$ cat config.mk
export PLATFORM = sky130hd
export DESIGN_NAME = pt_pwm_encoder
export DESIGN_NICKNAME = d
export VERILOG_FILES = /design/src/rtl/ptenc_pkg.sv /design/src/rtl/ptenc_timer.sv /design/src/rtl/ptenc_gate.sv /design/src/rtl/ptenc_drive.sv /design/src/rtl/pt_pwm_encoder.sv
export SDC_FILE = /design/constraint.sdc
export NUM_CORES = 1
export LEC_CHECK = 0
export ABC_AREA = 1
export CAP_MARGIN = 20
export CORE_ASPECT_RATIO = 1.1
export CORE_MARGIN = 2
export CORE_UTILIZATION = 45
export CTS_CLUSTER_SIZE = 20
export DETAILED_ROUTE_END_ITERATION = 7
export GPL_TIMING_DRIVEN = 0
export MAX_ROUTING_LAYER = met4
export PLACE_DENSITY_LB_ADDON = 0.05
export SYNTH_ARGS = -nofsm -noshare
export SYNTH_HDL_FRONTEND = slang
export SYNTH_SLANG_ARGS = --single-unit
$ cat constraint.sdc
create_clock -name clk -period 1.64 [get_ports clk]
set_input_delay 0.328 -clock clk [delete_from_list [all_inputs] [get_ports clk]]
set_output_delay 0.328 -clock clk [all_outputs]
set_load 0.02 [all_outputs]
$ cat src/rtl/ptenc_pkg.sv
package ptenc_pkg;

    localparam int unsigned DEF_PERIOD = 64;  // system clocks per switching period
    localparam int unsigned DEF_NOTCH  = 19;  // about 150 ns at 125 MHz

    typedef struct packed {
        logic raw;   // encoding bypassed
        logic ext;   // 75% duty limit
    } ptenc_cfg_t;

    typedef enum logic [1:0] {
        DRV_OFF  = 2'b00,
        DRV_NEG  = 2'b01,
        DRV_POS  = 2'b10
    } ptenc_drv_t;

    function automatic int unsigned limit_phase(int unsigned period, logic ext);
        return ext ? (period * 3) / 4 : period / 2;
    endfunction

endpackage

$ cat src/rtl/ptenc_timer.sv
module ptenc_timer
    import ptenc_pkg::*;
#(
    parameter int unsigned PERIOD = DEF_PERIOD,
    localparam int unsigned PW = $clog2(PERIOD)
) (
    input  logic          clk,
    input  logic          rst,
    input  logic          en,
    input  ptenc_cfg_t    cfg_in,
    output logic [PW-1:0] ph_nx,
    output logic          run_nx,
    output logic          start_nx,
    output ptenc_cfg_t    cfg_nx,
    output logic [PW-1:0] ph_q,
    output logic          run_q,
    output ptenc_cfg_t    cfg_q
);
    localparam logic [PW-1:0] LAST = PW'(PERIOD - 1);

    logic wrap;

    always_comb begin
        wrap     = !run_q || (ph_q == LAST);
        run_nx   = en;
        start_nx = en && wrap;
        ph_nx    = (!en || wrap) ? '0 : ph_q + PW'(1);
        cfg_nx   = start_nx ? cfg_in : cfg_q;
    end

    always_ff @(posedge clk) begin
        if (rst) begin
            run_q <= 1'b0;
            ph_q  <= '0;
            cfg_q <= '0;
        end else begin
            run_q <= run_nx;
            ph_q  <= ph_nx;
            cfg_q <= cfg_nx;
        end
    end

    AST_WRAP_ZERO: assert property (@(posedge clk) disable iff (rst)
        (run_q && ph_q == LAST && en) |=> (ph_q == '0));

endmodule

$ cat src/rtl/ptenc_gate.sv
module ptenc_gate
    import ptenc_pkg::*;
#(
    parameter int unsigned PERIOD = DEF_PERIOD,
    parameter int unsigned NOTCH  = DEF_NOTCH,
    localparam int unsigned PW = $clog2(PERIOD),
    localparam int unsigned NW = $clog2(NOTCH + 1)
) (
    input  logic          clk,
    input  logic          rst,
    input  logic          run_nx,
    input  logic          start_nx,
    input  logic [PW-1:0] ph_nx,
    input  ptenc_cfg_t    cfg_nx,
    input  logic          off_req,
    output logic          in_pos_nx,
    output logic          on_nx,
    output logic          notch_nx
);
    localparam logic [NW-1:0] NL_FULL = NW'(NOTCH);

    logic          on_q;
    logic [NW-1:0] nl_q;
    logic [NW-1:0] nl_nx;
    logic          on_base;
    logic          cut;

    always_comb begin
        in_pos_nx = 32'(ph_nx) < limit_phase(PERIOD, cfg_nx.ext);
        on_base   = start_nx ? 1'b1 : on_q;
        on_nx     = run_nx && in_pos_nx && on_base && !off_req;
        cut       = run_nx && in_pos_nx && on_base && off_req;
        if (!run_nx || !in_pos_nx || start_nx && !cut)
            nl_nx = '0;
        else if (cut)
            nl_nx = NL_FULL;
        else if (nl_q != '0)
            nl_nx = nl_q - NW'(1);
        else
            nl_nx = '0;
        notch_nx = (nl_nx != '0);
    end

    always_ff @(posedge clk) begin
        if (rst) begin
            on_q <= 1'b0;
            nl_q <= '0;
        end else begin
            on_q <= on_nx;
            nl_q <= nl_nx;
        end
    end

    AST_NOTCH_FROM_CUT: assert property (@(posedge clk) disable iff (rst)
        (nl_q == NL_FULL) |-> $past(on_q) || ($past(nl_q) == '0));

endmodule

$ cat src/rtl/ptenc_drive.sv
module ptenc_drive
    import ptenc_pkg::*;
#(
    parameter int unsigned PERIOD = DEF_PERIOD,
    localparam int unsigned PW = $clog2(PERIOD)
) (
    input  logic          clk,
    input  logic          rst,
    input  logic          run_nx,
    input  logic [PW-1:0] ph_nx,
    input  ptenc_cfg_t    cfg_nx,
    input  logic          in_pos_nx,
    input  logic          on_nx,
    input  logic          notch_nx,
    output logic          drv_a,
    output logic          drv_b
);
    ptenc_drv_t lvl;
    logic       half_nx;

    always_comb begin
        half_nx = 32'(ph_nx) < (PERIOD / 2);
        if (!run_nx)
            lvl = DRV_OFF;
        else if (cfg_nx.raw)
            lvl = ptenc_drv_t'({on_nx, half_nx});
        else if (!in_pos_nx)
            lvl = DRV_NEG;
        else if (notch_nx)
            lvl = DRV_OFF;
        else
            lvl = DRV_POS;
    end

    always_ff @(posedge clk) begin
        if (rst) begin
            drv_a <= 1'b0;
            drv_b <= 1'b0;
        end else begin
            drv_a <= lvl[1];
            drv_b <= lvl[0];
        end
    end

endmodule

$ cat src/rtl/pt_pwm_encoder.sv
module pt_pwm_encoder
    import ptenc_pkg::*;
#(
    parameter int unsigned PERIOD = DEF_PERIOD,
    parameter int unsigned NOTCH  = DEF_NOTCH
) (
    input  logic clk,
    input  logic rst,
    input  logic en,
    input  logic off_req,
    input  logic lim_ext,
    input  logic enc_bypass,
    output logic drv_a,
    output logic drv_b
);
    localparam int unsigned PW = $clog2(PERIOD);
    localparam int unsigned CW = $clog2(PERIOD + 1);

    ptenc_cfg_t    cfg_in, cfg_nx, cfg_q;
    logic [PW-1:0] ph_nx, ph_q;
    logic          run_nx, run_q, start_nx;
    logic          in_pos_nx, on_nx, notch_nx;

    assign cfg_in = '{raw: enc_bypass, ext: lim_ext};

    ptenc_timer #(.PERIOD(PERIOD)) u_timer (
        .clk(clk), .rst(rst), .en(en), .cfg_in(cfg_in),
        .ph_nx(ph_nx), .run_nx(run_nx), .start_nx(start_nx), .cfg_nx(cfg_nx),
        .ph_q(ph_q), .run_q(run_q), .cfg_q(cfg_q)
    );

    ptenc_gate #(.PERIOD(PERIOD), .NOTCH(NOTCH)) u_gate (
        .clk(clk), .rst(rst), .run_nx(run_nx), .start_nx(start_nx),
        .ph_nx(ph_nx), .cfg_nx(cfg_nx), .off_req(off_req),
        .in_pos_nx(in_pos_nx), .on_nx(on_nx), .notch_nx(notch_nx)
    );

    ptenc_drive #(.PERIOD(PERIOD)) u_drive (
        .clk(clk), .rst(rst), .run_nx(run_nx), .ph_nx(ph_nx), .cfg_nx(cfg_nx),
        .in_pos_nx(in_pos_nx), .on_nx(on_nx), .notch_nx(notch_nx),
        .drv_a(drv_a), .drv_b(drv_b)
    );

    // Length of the current run of both-low cycles in encoded mode
    logic [CW-1:0] low_run;
    always_ff @(posedge clk) begin
        if (rst || !(run_q && !cfg_q.raw && !drv_a && !drv_b))
            low_run <= '0;
        else if (low_run != CW'(PERIOD))
            low_run <= low_run + CW'(1);
    end

    AST_ENC_EXCLUSIVE: assert property (@(posedge clk) disable iff (rst)
        (run_q && !cfg_q.raw) |-> !(drv_a && drv_b));

    AST_IDLE_LOW: assert property (@(posedge clk) disable iff (rst)
        !en |=> (!drv_a && !drv_b));

    AST_NOTCH_BOUND: assert property (@(posedge clk) disable iff (rst)
        32'(low_run) <= NOTCH);

    AST_NEG_AT_LIMIT: assert property (@(posedge clk) disable iff (rst)
        (run_q && !cfg_q.raw && $rose(drv_b)) |-> (32'(ph_q) == limit_phase(PERIOD, cfg_q.ext)));

    AST_PWM_RISE_AT_START: assert property (@(posedge clk) disable iff (rst)
        (run_q && cfg_q.raw && $rose(drv_a)) |-> (ph_q == '0));

endmodule

# Yosys cells after proc, flatten, opt, wreduce, memory -nomap -nowiden
# Index checks and enable logic that the tools add are counted.
[totals] out_inout_bits=2 regBits=17
[op_classes] bitwise_logic=1 reduce_logical=18 n_mux=10 n_eq_ne=1 order_cmp=2 n_addsub=2
[ops] op="6-bit by 32-bit less-than comparator with 1-bit output" count=1
[ops] op="5-bit two-way mux" count=4
[ops] op="5-bit nonzero test" count=2
[ops] op="2-bit two-way mux" count=4
[ops] op="6-bit by 1-bit adder with 6-bit output (second input constant)" count=1
[ops] op="6-bit == test (second input constant)" count=1
[ops] op="1-bit logical AND" count=6
[ops] op="6-bit less-than comparator (second input constant)" count=1
[ops] op="6-bit two-way mux" count=1
[ops] op="1-bit zero test" count=5
[ops] op="5-bit by 1-bit subtractor with 5-bit output (second input constant)" count=1
[ops] op="1-bit logical OR" count=4
[ops] op="2-bit OR reduction" count=1
[ops] op="1-bit two-way mux" count=1
[ops] op="1-bit NOT" count=1

# Logic depth before layout (Yosys ltp)
# Gate-level depths: netlist of run 1.
[logic_depth] ltp_word=17 mapped_depth=14

# By module
# From an unflattened synthesis of run 1, not the netlist that was laid out.
[unflattened] cells_unflattened=128 area_unflattened_um2=958.4
[modules_own_cells] mod="ptenc_timer" cells_per_inst=65 n_inst=1 area_each_um2=490.5
[modules_own_cells] mod="ptenc_gate" cells_per_inst=51 n_inst=1 area_each_um2=372.9
[modules_own_cells] mod="ptenc_drive" cells_per_inst=12 n_inst=1 area_each_um2=95.1

# Worst setup path after synthesis of run 1
# Ideal clock, no wire load.
[synth_timing] kind="register -> register" startpoint="register u_timer.ph_q[0]" endpoint="register u_drive.drv_a" synth_period_minus_slack_ns=1.716 setup_time_ns=0.114 arrival_time_ns=1.603 slack_ns=-0.076 path_stages_with_launch=15 path_cell_list="dfxtp_1 ha_1 nand3_2 o21bai_4 nand2_1 nand2_1 nand3_2 nand2_2 nand2_1 nor2_4 nand3_1 nand2_1 nor2_1 nand2_1 a21oi_2"
[synth_between] elab_chain_len=17 elab_cells_between_ends=25 cone_classes="1 x add/sub; 1 x order compare; 1 x eq/ne; 9 x mux; 13 x reduce/logical"
[synth_rtl] item="start: declaration" line_no="ptenc_timer.sv:15" text="output logic [PW-1:0] ph_q,"
[synth_rtl] item="start signal: assignment" line_no="ptenc_timer.sv:38" text="ph_q <= ph_nx;"
[synth_rtl] item="branches (longest 16 deep; another with 6-bit by 32-bit less-than comparator with 1-bit output)"
[synth_rtl] item="2-bit two-way mux (*)" line_no="ptenc_drive.sv:25" text="else if (cfg_nx.raw)"
[synth_rtl] item="end signal: assignment" line_no="ptenc_drive.sv:40" text="drv_a <= lvl[1];"
[synth_rtl] item="end: declaration" line_no="ptenc_drive.sv:15" text="output logic drv_a,"
# Mark *: on every way between the ends.
# A chain may end at the register's enable or synchronous reset.

# Worst setup path in the final report of run 1
[layout_timing] startpoint="input port en" endpoint="register u_drive.drv_a"
[layout_between] elab_chain_len=15 elab_cells_between_ends=25 cone_classes="1 x order compare; 9 x mux; 1 x bitwise; 14 x reduce/logical"
[layout_rtl] item="start: declaration" line_no="pt_pwm_encoder.sv:9" text="input logic en,"
[layout_rtl] item="1-bit logical AND / 1-bit zero test (equally long branches)"
[layout_rtl] item="2-bit two-way mux / 1-bit logical OR (equally long branches)" line_no="ptenc_timer.sv:28, ptenc_timer.sv:27"
[layout_rtl] item="5-bit two-way mux / 6-bit two-way mux (equally long branches)" line_no="ptenc_pkg.sv:18, ptenc_timer.sv:27"
[layout_rtl] item="6-bit by 32-bit less-than comparator with 1-bit output" line_no="ptenc_gate.sv:29" text="in_pos_nx = 32'(ph_nx) < limit_phase(PERIOD, cfg_nx.ext);"
[layout_rtl] item="1-bit logical AND (2 in series)" line_no="ptenc_gate.sv:31, ptenc_gate.sv:32"
[layout_rtl] item="1-bit logical AND" line_no="ptenc_gate.sv:32" text="cut = run_nx && in_pos_nx && on_base && off_req;"
[layout_rtl] item="1-bit zero test" line_no="ptenc_gate.sv:33" text="if (!run_nx || !in_pos_nx || start_nx && !cut)"
[layout_rtl] item="1-bit logical AND" line_no="ptenc_gate.sv:33"
[layout_rtl] item="1-bit logical OR" line_no="ptenc_gate.sv:33"
[layout_rtl] item="5-bit two-way mux" line_no="ptenc_gate.sv:33"
[layout_rtl] item="5-bit nonzero test" line_no="ptenc_gate.sv:41" text="notch_nx = (nl_nx != '0);"
[layout_rtl] item="2-bit two-way mux" line_no="ptenc_drive.sv:29" text="else if (notch_nx)"
[layout_rtl] item="2-bit two-way mux" line_no="ptenc_drive.sv:27" text="else if (!in_pos_nx)"
[layout_rtl] item="2-bit two-way mux" line_no="ptenc_drive.sv:25"
# Several ways; a longest one is shown, not always the timed one.

==> results of run 1 <==
## per-layer routing
metal,track usage [%],routed length [um]
met4,4.55,14
met2,27.5,722
met5,-,0
met1,17.3,705
met3,3.36,37
## layout make-up
| cell class | instances | area, sq um |
|---|---|---|
| fillers | 180 | 689 |
| clock inverters | 1 | 5.00 |
| flip-flops and latches | 17 | 343 |
| inverters | 12 | 45.0 |
| plain buffers | 1 | 3.75 |
| clock buffers | 3 | 22.5 |
| well taps | 18 | 22.5 |
| multi-input cells | 73 | 502 |
| repair buffers | 12 | 109 |
## timing repair
action                                  in CTS  in global routing
endpoints found under the setup margin       6                  7
setup buffers                                5                  1
hold buffers                                 0                  0
pin swaps                                    6                  0
resized for setup                            5                  5
## power groups by stage
stage | sequential [uW] | clock (uW) | combinational, uW
after floorplan | 444 | 0 | 89.9
after global placement | 441 | 0 | 127
after detailed placement | 441 | 0 | 129
after CTS | 432 | 228 | 144
after global routing | 434 | 247 | 167
final | 432 | 221 | 152
## layout by cell type, fill, tap and decap left out, types with 4 or more instances in the layout
| cell type | count |
|---|---|
| buf_4 | 5 |
| clkdlybuf4s50_1 | 6 |
| dfxtp_1 | 15 |
| inv_1 | 11 |
| nand2_1 | 18 |
| nor2_1 | 18 |
| xor2_1 | 4 |
## metrics by stage
step	worst slack, ps	cell area, sq um
finish	-119	1050
CTS	-102	1020
global placement	-439	932
floorplan	-12.5	850
global route	-259	1050
detailed placement	-444	932
## cells by family after synthesis
group | share of synthesized area (%)
multiplexers | 1.24
flip-flops | 42.0
XOR/XNOR | 7.57
adder cells (fa/ha/maj) | 4.64
buffers and inverters | 6.03
AO/OA/AOI/OAI | 5.87
AND/OR/NAND/NOR | 32.6
## registers in the layout (all words and copies together), names as in the netlist
| register | cells |
|---|---|
| u_timer.ph_q | 6 |
| u_timer.cfg_q | 2 |
| u_drive.drv_b | 1 |
| u_gate.on_q | 1 |
| u_drive.drv_a | 1 |
| u_gate.nl_q | 5 |
| u_timer.run_q | 1 |
## worst min-delay path by stage
stage	slack, ps	to	start
CTS	420	u_timer.cfg_q[0]	rst
finish	420	u_gate.nl_q[4]	rst
global placement	430	u_timer.ph_q[0]	u_timer.ph_q[0]
detailed placement	430	u_timer.ph_q[0]	u_timer.ph_q[0]
floorplan	410	u_gate.on_q	off_req
global route	450	u_timer.cfg_q[0]	rst
==> flow_summary.json, run 1 <==
{
  "fin_setup_tns_ps": -263,
  "violations": "setup timing",
  "drt-initial-drc-count": 6,
  "path_cells": "clkdlybuf4s50_1, nand2_1, nor2_2, nand2_4, nand4_4, o21ai_0, a21oi_1, nand2_1, a21oi_2",
  "rsz0062_at_grt": "yes",
  "cts_tree": "built",
  "required_ps": 1870,
  "worst_path_most_repeated_cell": "nand2_1",
  "slowest_stage": "clkdlybuf4s50_1",
  "ys_top_cells_by_count": "nand2_1 (22), nor2_1 (19), dfxtp_1 (17), inv_1 (12), nand3_1 (5)",
  "crit_end": "u_drive.drv_a",
  "max_stage_delay_ps": 690,
  "fp.coreArea_sq_mm": 0.00174,
  "dp_hpwl_um": 1060,
  "ys_types": 23,
  "fin_crit_ps": 1760,
  "dp_cells": 127,
  "vias": 677,
  "layout_setup_ws_ps": -119,
  "fin_nets": 129,
  "tightest_slew_ps": 418,
  "cts_sinks": 17,
  "setup_violations": 3,
  "synth_warnings": 0,
  "wl_per_cell_um": 10.8,
  "r2r_start": "u_timer.ph_q[0]",
  "grt_start_max_net_pins": 11,
  "drv_cap": 0,
  "power_frac_comb_pct": 18.9,
  "finalHoldWorstSlack_ps": 417,
  "die_height_um": 48.5,
  "worstSetupPathType": "in2reg",
  "total_power_uw": 805,
  "drt_first_pass_iters": 4,
  "synth_edf_count": 0,
  "syn-instance-count": 103,
  "antenna_found_initial": 0,
  "swShare_pct": 27.4,
  "r2r_slack_ps": -110,
  "cts_max_level": 1,
  "hold_class": "in2reg",
  "final_util_pct": 60.4,
  "cp_max_fo": 7,
  "clk_latency_ps": 280,
  "drive_above_1_share_pct": 27.7,
  "die_w_um": 44.4,
  "yosysMostFrequentCell": "nand2_1",
  "startpoint_type": "input port",
  "root_buffer": "clkbuf_4",
  "syn_area_sq_um": 810,
  "fin_skew_ps": 5.21,
  "synth.area.top_cells": "dfxtp_1 (42%), nand2_1 (10%), nor2_1 (8.8%)",
  "grt.total_usage_pct": 15.7,
  "power.switching_uw": 220,
  "leakage_uw": 0.000454,
  "slew_headroom_pct": 72.2,
  "rr_worst_depth": 10,
  "pin_count": 8,
  "synth.avg_cell_area_sq_um": 7.86,
  "synth_seq_cells": 17,
  "final_cells": 137,
  "clk_path_buf_depth": 2,
  "start_util_pct": 46.5,
  "hold_viol_final": 0,
  "dieArea_sq_mm": 0.00215,
  "reg2reg_to": "u_drive.drv_a",
  "p_seq_share_pct": 53.7,
  "fp-row-count": 16,
  "cellPowerDensity_mw_per_mm2": 765,
  "wl_um": 1480,
  "intPower_uw": 584,
  "synthArstFlopShare_pct": 0,
  "seq_area_frac_synth_pct": 42.0,
  "outcome": "finished with violations",
  "synth_ff_type": "dfxtp_1",
  "crit_cells": 9,
  "path_delay_family": "buffers and inverters",
  "grt_first_pass_wirelength_um": 2530,
  "finalMaxSlewViolations": 0,
  "end_kind": "flop",
  "yosysTopAreaCellShare_pct": 42.0,
  "grt_pass1_vias": 665,
  "max_clock_freq_ghz": 0.568,
  "cp-startpoint": "en",
  "synth_top_area_cell": "dfxtp_1",
  "cts_made_buffers": 3,
  "fin_crit_sh_pct": 107,
  "area_growth_pct": 30.0,
  "drtAntennaViolNets": 0,
  "ir_worst_vdd_uv": 420,
  "clkTransAtPathRegs_ps": 100,
  "grt_remaining_overflow": 0,
  "place_congestion": 0.752,
  "diodes": 0,
  "io_buffers": 6,
  "worstPathArrival_ps": 1990,
  "vias_per_cell": 4.94,
  "whs_path_depth": 2,
  "p_clk_share_pct": 27.4,
  "syn-num-nets": 112,
  "critPathBufInv": 1,
  "drc": 0
}
(Power assumes the default switching activity.)
==> inputs of run 2 (changes only) <==
--- a/config.mk
+++ b/config.mk
@@ -10,6 +10,7 @@
 export CORE_ASPECT_RATIO = 1.1
 export CORE_MARGIN = 2
 export CORE_UTILIZATION = 45
+export CTS_BUF_LIST = sky130_fd_sc_hd__clkbuf_4
 export CTS_CLUSTER_SIZE = 20
 export DETAILED_ROUTE_END_ITERATION = 7
 export GPL_TIMING_DRIVEN = 0
==> results of run 2 <==
No change in the layout: final DEF, timing and power equal those of run 1.
==> inputs of run 3 (changes only) <==
--- a/config.mk
+++ b/config.mk
@@ -7,9 +7,11 @@
 export LEC_CHECK = 0
 export ABC_AREA = 1
 export CAP_MARGIN = 20
+export CELL_PAD_IN_SITES_DETAIL_PLACEMENT = 1
+export CELL_PAD_IN_SITES_GLOBAL_PLACEMENT = 1
 export CORE_ASPECT_RATIO = 1.1
 export CORE_MARGIN = 2
-export CORE_UTILIZATION = 45
+export CORE_UTILIZATION = 38
 export CTS_BUF_LIST = sky130_fd_sc_hd__clkbuf_4
 export CTS_CLUSTER_SIZE = 20
 export DETAILED_ROUTE_END_ITERATION = 7
==> flow_summary.json, run 3 (synthesis gave the netlist of run 1 again) <==
{
  "cts_max_level": 1,
  "largest_registers": "u_timer.ph_q: 6 flops, u_gate.nl_q: 5 flops, u_timer.cfg_q: 2 flops",
  "path_cells": "ha_4, nand3_4, o21bai_4, nand2_2, nand2_2, nand3_2, nand2_4, nand2_4, nor2_4, nand3_2, nand2_1, nor2_1, nand2_1, a21oi_2",
  "place_congestion": 0.703,
  "slowest_stage": "dfxtp_2",
  "fin_nets": 128,
  "final_cell_mix": "nand2_1 (17), nor2_1 (17), dfxtp_1 (15)",
  "diodes": 0,
  "cts_made_buffers": 3,
  "grt_pass1_vias": 698,
  "leakage_uw": 0.000453,
  "io_buffers": 6,
  "largest_reg_flops": 6,
  "clk_path_buf_depth": 2,
  "vias": 665,
  "grt_remaining_overflow": 0,
  "cellPowerDensity_mw_per_mm2": 766,
  "start_util_pct": 40.1,
  "worstSetupPathType": "reg2reg",
  "end_kind": "flop",
  "final_cells": 146,
  "setup_violations": 3,
  "grt_start_max_net_pins": 11,
  "ir_worst_vdd_uv": 519,
  "max_clock_freq_ghz": 0.553,
  "rsz0062_at_grt": "yes",
  "drv_cap": 0,
  "drc": 0,
  "path_delay_family": "simple AND/OR/NAND/NOR gates",
  "worstPathArrival_ps": 2000,
  "postCtsHoldBufs": 0,
  "tightest_slew_ps": 451,
  "die_height_um": 52.4,
  "dp_cells": 137,
  "fp-row-count": 17,
  "drive_above_1_share_pct": 27.1,
  "antenna_found_initial": 0,
  "cts_sinks": 17,
  "violations": "setup timing",
  "grt.total_usage_pct": 17.3,
  "fin_crit_ps": 1810,
  "dp_hpwl_um": 1250,
  "fp.coreArea_sq_mm": 0.00202,
  "area_growth_pct": 29.1,
  "finalMaxSlewViolations": 0,
  "clk_latency_ps": 290,
  "drt-initial-drc-count": 4,
  "outcome": "finished with violations",
  "top_register": "u_timer.ph_q",
  "hold_viol_final": 0,
  "fin_crit_sh_pct": 110,
  "drtAntennaViolNets": 0,
  "r2r_slack_ps": -170,
  "slew_headroom_pct": 69.9,
  "pin_count": 8,
  "max_stage_delay_ps": 360,
  "grt_first_pass_wirelength_um": 2880,
  "cts_tree": "built",
  "hold_class": "in2reg",
  "vias_per_cell": 4.55,
  "fin_skew_ps": 7.86,
  "critPathBufInv": 0,
  "finalHoldWorstSlack_ps": 418,
  "required_ps": 1830,
  "fillCellCount": 250,
  "layout_setup_ws_ps": -167,
  "clkTransAtPathRegs_ps": 100,
  "cp_max_fo": 6,
  "wl_per_cell_um": 10.9,
  "die_w_um": 48.0,
  "root_buffer": "clkbuf_4",
  "dieArea_sq_mm": 0.00252,
  "wl_um": 1590,
  "startpoint_type": "flop",
  "drt_first_pass_iters": 3
}
-- run 3: cell types whose count changed in the layout (fill, tap and decap cells not counted) --
cell,previous run,this run
nand2_1,18,17
buf_6,1,0
inv_2,1,0
clkdlybuf4s50_1,6,5
nor2_1,18,17
nand2_2,3,4
inv_1,11,12
mux2i_4,1,0
nor2_2,3,4
dlygate4sd2_1,0,1
mux2i_1,0,1
-- run 3: final timing paths --
check                   from          endpoint  depth (start not counted)
min reg2reg  u_timer.ph_q[0]   u_timer.ph_q[0]                          2
max reg2reg  u_timer.ph_q[1]     u_drive.drv_a                         14
max          u_timer.ph_q[1]     u_drive.drv_a                         14
min                      rst  u_timer.cfg_q[0]                          2
-- run 3: through the flow --
| stage | worst slack [ps] | util [%] | area (sq um) | TNS [ps] | power [uW] |
|---|---|---|---|---|---|
| detailed placement | -468 | 46.7 | 945 | -2460 | 574 |
| global placement | -449 | 46.7 | 945 | -2240 | 571 |
| finish | -167 | 51.7 | 1040 | -294 | 800 |
| CTS | -164 | 51.0 | 1030 | -221 | 812 |
| floorplan | -12.5 | - | 850 | -12.5 | 534 |
| global route | -318 | 51.7 | 1040 | -1140 | 854 |
-- run 3: layout make-up --
cell class	instances	area, sq um	share of cell area, %
multi-input cells	73	494	47.3
flip-flops and latches	17	343	32.8
repair buffers	11	96.3	9.22
inverters	12	45.0	4.31
well taps	28	35.0	3.35
clock buffers	3	22.5	2.16
clock inverters	1	5.00	0.479
plain buffers	1	3.75	0.359
-- run 3: per-layer routing --
layer | vias to the layer above | GRT usage [%] | part of all wire (%)
met4 | 0 | 9.46 | 2.4
met2 | 11 | 27.8 | 52
met1 | 301 | 19.6 | 43
met5 | - | - | 0
li1 | 348 | - | -
met3 | 5 | 3.10 | 2.1
-- run 3: report_power, final --
part	leakage, uW	switching (uW)	internal [uW]	total (uW)
Sequential	0.000139	5.29	426	431
Combinational	0.000296	84.5	61.4	146
Clock	0.0000177	132	90.7	223
-- run 3: repair_timing --
item / CTS / global route
buffers inserted: 4 / 1
gates resized for setup: 6 / 3
hold endpoints to repair: 0 / 0
endpoints found under the setup margin: 6 / 7
pin swaps: 4 / 1
